File: config.mk
export PLATFORM = sky130hd
export DESIGN_NAME = nfc_responder
export DESIGN_NICKNAME = d
export VERILOG_FILES = /design/src/rtl/nfc_pkg.sv /design/src/rtl/nfc_strobe.sv /design/src/rtl/nfc_page_buf.sv /design/src/rtl/nfc_responder.sv
export SDC_FILE = /design/constraint.sdc
export NUM_CORES = 1
export LEC_CHECK = 0
export BUFFER_PORTS_ARGS = -buffer_cell sky130_fd_sc_hd__buf_2
export CAP_MARGIN = 20
export CORE_AREA = 4 4 162 164
export CTS_CLUSTER_SIZE = 28
export DETAILED_ROUTE_END_ITERATION = 10
export DIE_AREA = 0 0 166 168
export GPL_ROUTABILITY_DRIVEN = 0
export HOLD_SLACK_MARGIN = 0.08
export PLACE_DENSITY = 0.49
export SETUP_SLACK_MARGIN = 0.05
export SYNTH_ARGS = -nofsm -noshare
export SYNTH_HDL_FRONTEND = slang
export SYNTH_SLANG_ARGS = --single-unit
export TNS_END_PERCENT = 10
File: constraint.sdc
create_clock -name clk -period 2.8 [get_ports clk]
set_clock_uncertainty 0.05 [all_clocks]
set_input_delay 0.14 -clock clk [delete_from_list [all_inputs] [get_ports clk]]
set_output_delay 0.14 -clock clk [all_outputs]
set_load 0.01 [all_outputs]
File: src/rtl/nfc_pkg.sv
package nfc_pkg;
    typedef enum logic [2:0] {
        ST_IDLE, ST_ADDR, ST_WAITCONF, ST_BUSY, ST_STREAM, ST_IDOUT, ST_STATUS
    } nfc_state_e;

    localparam logic [7:0] OP_RD_SETUP   = 8'h00;
    localparam logic [7:0] OP_RD_CONF    = 8'h30;
    localparam logic [7:0] OP_CACHE_GO   = 8'h31;
    localparam logic [7:0] OP_CACHE_LAST = 8'h3F;
    localparam logic [7:0] OP_CACHE_EXIT = 8'h34;
    localparam logic [7:0] OP_STATUS     = 8'h70;
    localparam logic [7:0] OP_PROG_SETUP = 8'h80;
    localparam logic [7:0] OP_IDENT      = 8'h90;
    localparam logic [7:0] OP_RESET      = 8'hFF;
endpackage

File: src/rtl/nfc_strobe.sv
module nfc_strobe (
    input  logic clk,
    input  logic rst_n,
    input  logic ce_n,
    input  logic cle,
    input  logic ale,
    input  logic we_n,
    input  logic re_n,
    output logic cmd_wr,
    output logic addr_wr,
    output logic rd_done
);
    logic we_q, re_q;

    always_ff @(posedge clk or negedge rst_n) begin
        if (!rst_n) begin
            we_q <= 1'b1;
            re_q <= 1'b1;
        end else begin
            we_q <= we_n;
            re_q <= re_n;
        end
    end

    logic we_rise;
    assign we_rise = we_n & ~we_q & ~ce_n;
    assign cmd_wr  = we_rise & cle & ~ale;
    assign addr_wr = we_rise & ale & ~cle;
    assign rd_done = re_n & ~re_q & ~ce_n;
endmodule

File: src/rtl/nfc_page_buf.sv
module nfc_page_buf #(
    parameter int BUS_W      = 8,
    parameter int PAGE_BYTES = 16,
    parameter int COL_W      = 17
) (
    input  logic             clk,
    input  logic             rst_n,
    input  logic             load,
    input  logic [7:0]       seed,
    input  logic [COL_W-1:0] col_byte,
    input  logic             advance,
    output logic [BUS_W-1:0] word,
    output logic             avail
);
    localparam int BYTES = BUS_W / 8;
    localparam int IDX_W = $clog2(PAGE_BYTES);
    localparam int PTR_W = COL_W + 1;

    logic [7:0]       mem [PAGE_BYTES];
    logic [PTR_W-1:0] ptr;

    assign avail = (ptr + PTR_W'(BYTES)) <= PTR_W'(PAGE_BYTES);

    for (genvar i = 0; i < PAGE_BYTES; i++) begin : g_cell
        always_ff @(posedge clk or negedge rst_n) begin
            if (!rst_n)    mem[i] <= 8'h00;
            else if (load) mem[i] <= seed + 8'(i);
        end
    end

    always_ff @(posedge clk or negedge rst_n) begin
        if (!rst_n)                ptr <= '0;
        else if (load)             ptr <= {1'b0, col_byte};
        else if (advance && avail) ptr <= ptr + PTR_W'(BYTES);
    end

    always_comb begin
        word = '0;
        for (int k = 0; k < BYTES; k++)
            word[k*8 +: 8] = avail ? mem[ptr[IDX_W-1:0] + IDX_W'(k)] : 8'h00;
    end
endmodule

File: src/rtl/nfc_responder.sv
module nfc_responder
    import nfc_pkg::*;
#(
    parameter int         BUS_W      = 8,
    parameter int         CAP_MBIT   = 1024,
    parameter int         PAGE_BYTES = 16,
    parameter int         BUSY_CYC   = 6,
    parameter logic [7:0] MANF_ID    = 8'h2C,
    parameter logic [7:0] DEV_ID     = 8'hDA,
    parameter logic       UNPROT     = 1'b1
) (
    input  logic             clk,
    input  logic             rst_n,
    input  logic             ce_n,
    input  logic             cle,
    input  logic             ale,
    input  logic             we_n,
    input  logic             re_n,
    input  logic [BUS_W-1:0] io_in,
    output logic [BUS_W-1:0] io_out,
    output logic             rdy
);
    localparam int         BYTES    = BUS_W / 8;
    localparam int         ADDR_CYC = (CAP_MBIT >= 2048) ? 5 : 4;
    localparam int         CNT_W    = $clog2(BUSY_CYC + 1);
    localparam int         COL_W    = 17;
    localparam logic [7:0] ID_LAST  = (BUS_W == 16) ? 8'h55 : 8'h15;
    localparam logic [7:0] STAT_VAL = {UNPROT, 2'b11, 5'b00000};

    nfc_state_e       state, nxt;
    logic [7:0]       cmd;
    logic [2:0]       acnt;
    logic [COL_W-1:0] col;
    logic [7:0]       row_lo;
    logic [CNT_W-1:0] bcnt;
    logic [2:0]       id_idx;
    logic             cmd_wr, addr_wr, rd_done;
    logic [BUS_W-1:0] page_word;
    logic             page_avail, load;
    logic [7:0]       b;
    logic             unused_hi;

    assign b         = io_in[7:0];
    assign unused_hi = ^io_in;

    nfc_strobe u_strobe (
        .clk(clk), .rst_n(rst_n), .ce_n(ce_n), .cle(cle), .ale(ale),
        .we_n(we_n), .re_n(re_n),
        .cmd_wr(cmd_wr), .addr_wr(addr_wr), .rd_done(rd_done)
    );

    assign load = (state == ST_BUSY) && (bcnt == '0);

    nfc_page_buf #(.BUS_W(BUS_W), .PAGE_BYTES(PAGE_BYTES), .COL_W(COL_W)) u_page (
        .clk(clk), .rst_n(rst_n), .load(load), .seed(row_lo), .col_byte(col),
        .advance(rd_done && state == ST_STREAM), .word(page_word), .avail(page_avail)
    );

    logic is_conf, fold, cmd_take, addr_take, addr_last;
    assign is_conf   = (b == OP_RD_CONF) || (b == OP_CACHE_GO) || (b == OP_CACHE_LAST);
    assign fold      = (cmd == OP_RD_SETUP) && is_conf;
    assign cmd_take  = cmd_wr && (state != ST_BUSY);
    assign addr_take = addr_wr && (state == ST_ADDR);
    assign addr_last = (cmd == OP_IDENT) ? (acnt == 3'd0) : (acnt == 3'(ADDR_CYC - 1));

    // next-state logic
    always_comb begin
        nxt = state;
        if (cmd_take) begin
            if (fold) begin
                if (state == ST_WAITCONF) nxt = ST_BUSY;
            end else begin
                unique case (b)
                    OP_RD_SETUP, OP_IDENT, OP_PROG_SETUP: nxt = ST_ADDR;
                    OP_STATUS:                            nxt = ST_STATUS;
                    default:                              nxt = ST_IDLE;
                endcase
            end
        end else if (addr_take && addr_last) begin
            if (cmd == OP_IDENT)         nxt = ST_IDOUT;
            else if (cmd == OP_RD_SETUP) nxt = ST_WAITCONF;
            else                         nxt = ST_IDLE;
        end else if (load) begin
            nxt = ST_STREAM;
        end
    end

    // state register
    always_ff @(posedge clk or negedge rst_n) begin
        if (!rst_n) state <= ST_IDLE;
        else        state <= nxt;
    end

    // datapath registers
    always_ff @(posedge clk or negedge rst_n) begin
        if (!rst_n) begin
            cmd    <= OP_RESET;
            acnt   <= '0;
            col    <= '0;
            row_lo <= '0;
            bcnt   <= '0;
            id_idx <= '0;
        end else begin
            if (cmd_take && !fold) begin
                cmd  <= (b == OP_CACHE_EXIT) ? OP_RD_SETUP : b;
                acnt <= '0;
            end
            if (addr_take) begin
                acnt <= acnt + 3'd1;
                case (acnt)
                    3'd0:    col    <= {9'b0, b};
                    3'd1:    col    <= {1'b0, b, col[7:0]} << (BYTES - 1);
                    3'd2:    row_lo <= b;
                    default: ;
                endcase
            end
            if (nxt == ST_BUSY && state != ST_BUSY) bcnt <= CNT_W'(BUSY_CYC - 1);
            else if (state == ST_BUSY && bcnt != '0) bcnt <= bcnt - 1'b1;
            if (nxt == ST_IDOUT && state != ST_IDOUT)               id_idx <= '0;
            else if (state == ST_IDOUT && rd_done && id_idx < 3'd4) id_idx <= id_idx + 3'd1;
        end
    end

    // outputs
    logic [7:0] id_item;
    always_comb begin
        case (id_idx)
            3'd0:    id_item = MANF_ID;
            3'd1:    id_item = DEV_ID;
            3'd2:    id_item = 8'hA5;
            3'd3:    id_item = ID_LAST;
            default: id_item = 8'h00;
        endcase
    end

    always_comb begin
        io_out = '0;
        rdy    = (state != ST_BUSY);
        if (!ce_n) begin
            unique case (state)
                ST_IDOUT:  io_out = BUS_W'(id_item);
                ST_STATUS: io_out = BUS_W'(STAT_VAL);
                ST_STREAM: io_out = page_avail ? page_word : '0;
                ST_IDLE, ST_ADDR, ST_WAITCONF, ST_BUSY: io_out = '0;
            endcase
        end
    end
endmodule

==> flow_metrics.tcl <==
set metrics [dict create \
    status "finished, violations left" \
    violations "setup timing" \
    seq_power_share 0.465 \
    critPathCaptureType "output pin" \
    tightestPinTransition_ns 0.866 \
    cts_num_sinks 158 \
    seq_area_frac_synth 0.463 \
    worstHoldEndpoint "acnt[0]" \
    grt_pass1_wl_mm 36.2 \
    intPower_uw 3920 \
    crit_fanout 20 \
    ys_seq_elements 158 \
    synth_common_cells "nand2_1 (161), dfrtp_1 (148), o21ai_0 (89)" \
    start_kind "flop" \
    yosysTopAreaCellShare 0.432 \
    io_buffers 23 \
    slew_headroom 0.423 \
    cts_tree "built" \
    synth_nets 896 \
    postLayoutCellArea_um2 10100 \
    layout-drive-gt1-share 0.200 \
    syn_inst 855 \
    dpl.hpwl_mm 14.8 \
    regArea_um2 3970 \
    r2r_end "u_page.ptr[14]" \
    clk_latency_ns 0.43 \
    num_antenna_cells 0 \
    via_per_inst 5.05 \
    ys_top_cells_by_area "dfrtp_1 (43%), mux4_2 (7.4%), nand2_1 (7.1%)" \
    drc 0 \
    r2r_slack_ns 0.07 \
    cts_root_buf "clkbuf_16" \
    min_period_ns 3.00 \
    fin_util 0.405 \
    drtIter0Drc 426 \
    clock.fmax_mhz 333 \
    synth.most_common_cell "nand2_1" \
    die_area_um2 27900 \
    ys.flop_type "dfrtp_1" \
    multiInputGateArea_um2 4350 \
    fin_nets 937 \
    rows 58 \
    synth_edf_count 0 \
    syn_avg_cell_area_um2 10.0 \
    cts_buffer_depth 2 \
    grt_max_degree 89 \
    wl_per_cell_um 17.7 \
    p_sw_frac 0.231 \
    reg2reg_depth 11 \
    critPathKind "flop to output pin" \
    clkPwrFrac 0.483 \
    slew_violations 0 \
    cts.reportedPaths.clkPinSlew_ns 0.06 \
    wirelength_mm 21.9 \
    first_pass_iters 4 \
    coreArea_um2 24900 \
    cap_violations 0 \
    ir_drop_mv 0.339 \
    setup_slack_ns -0.204 \
    cts_max_level 4 \
    cts_buffers 17 \
    p_per_area_nw_per_um2 506 \
    synth.distinct_cells 59 \
    grt_setup_unrepaired "yes" \
    placed_area_um2 9220 \
    fin_crit_sh 1.07 \
    crit_required_ns 2.61 \
    hp-class "primary input to flop" \
    pin_count 24 \
    syn_area_um2 8570 \
    grt.total_usage 0.163 \
    worst_r2r_startpoint "u_page.ptr[0]" \
    pwr-share-comb 0.052 \
    worstPathArrival_ns 2.81 \
    synthArstFlopShare 1.00 \
    fp.dieH_um 168 \
    leakage_uw 0.00434 \
    num-fill-cells 2433 \
    p_switching_uw 1180 \
    synth_area_leader_cell "dfrtp_1" \
    antenna_found_initial 0 \
    hold_viol_final 0 \
    grt_pass1_vias 6413 \
    grt_overflow 0 \
    die_w_um 166 \
    min_path_cells 4 \
    initial_utilization 0.344 \
    antenna_left 0 \
    vias 6260 \
    min_from "ale" \
    setup_viol 8 \
    area_growth_pct 17.6 \
    synth_warnings 0 \
]
-- state kept, by name (all words and copies together) (netlist names) --
signal / cells
acnt: 3
bcnt: 3
cmd: 8
col: 16
id_idx: 3
row_lo: 8
state: 3
u_page.mem: 94
u_page.ptr: 18
u_strobe.re_q: 1
u_strobe.we_q: 1
-- final cells by class --
| cell class | instances | share of cell area |
|---|---|---|
| clock buffer | 20 | 0.0463 |
| sequential | 158 | 0.394 |
| timing repair buffer | 79 | 0.0632 |
| clock inverter | 12 | 0.0158 |
| tap | 330 | 0.0410 |
| multi-input combinational | 619 | 0.432 |
| inverter | 21 | 0.00782 |
-- cell families after synthesis --
kind of cell | count (synthesis) | synth area share
and+or+nand+nor | 300 | 0.162
muxes | 54 | 0.107
buffers and inverters | 78 | 0.0362
AOI/OAI and AO/OA | 168 | 0.121
xor gates and xnor gates | 71 | 0.0726
adders and majority gates | 26 | 0.0380
DFF | 158 | 0.463
-- power by group through the flow --
stage	clock [uW]	sequential, uW	combinational (uW)
2_1_floorplan	0	2410	116
4_1_cts	2520	2370	271
3_3_place_gp	0	2410	257
6_report	2460	2370	267
3_5_place_dp	0	2410	259
5_1_grt	2620	2370	304
-- per-layer routing --
metal  up-vias  part of all wire  track usage
met5         -                 0            0
met4         0             0.016       0.0491
met3        27             0.034       0.0244
met2        81              0.47        0.260
met1      3090              0.48        0.231
li1       3062                 -            -
-- timing repair --
action / CTS / global route
hold buffers: 11 / 0
setup buffers: 6 / 0
pin swaps: 1 / 9
endpoints found under the setup margin: 17 / 26
hold endpoints to repair: 88 / 0
resized for setup: 11 / 11
-- worst max path at each step --
stage,from,slack (ns),to,cells after the start
finish,u_page.ptr[0],-0.20,io_out[7],7
global route,u_page.ptr[0],-0.39,io_out[6],10
CTS,u_page.ptr[0],-0.26,io_out[6],10
detailed placement,u_page.ptr[0],0.04,io_out[6],10
global placement,u_page.ptr[0],0.07,io_out[6],10
floorplan,u_page.ptr[0],0.29,io_out[2],9
-- cell usage in the layout, fill, tap and decap left out, types with 3 or more instances in the layout --
cell	n
xor2_1	33
buf_6	5
buf_2	22
bufinv_16	3
mux4_2	28
clkbuf_8	3
and3_1	8
a21oi_1	26
nand2_1	158
nor2b_1	12
and4_1	4
and2_1	3
dfstp_2	10
o21ai_0	87
ha_1	25
clkinv_4	4
clkbuf_16	17
buf_12	3
nor2_1	44
inv_1	19
dfrtp_1	146
a31oi_1	5
o21a_1	8
mux2i_1	3
mux2_2	23
dlygate4sd3_1	11
xnor2_1	38
nand3_1	21
buf_4	36
a22o_1	17
nand4_1	15
nor3_1	9
nor4_1	3
-- through the flow --
step                hold WS, ns  total power [uW]  setup WS [ns]  cells  TNS, ns
finish                    0.131              5100         -0.204   1239    -1.31
global route              0.193              5300         -0.388   1239    -4.02
detailed placement        0.177              2670         0.0371   1190        0
global placement          0.179              2670         0.0693   1190        0
floorplan                -0.206              2520          0.286    855        0
CTS                       0.115              5160         -0.256   1239    -1.74
-- worst max-delay path, cell delays in order, from the launching register on --
cell and delay, ns:
dfrtp_2 0.43, buf_8 0.26, buf_4 0.26, mux4_2 0.53
mux4_2 0.55, nand2_1 0.11, a221oi_2 0.06, buf_2 0.15
(Power assumes the default switching activity.)
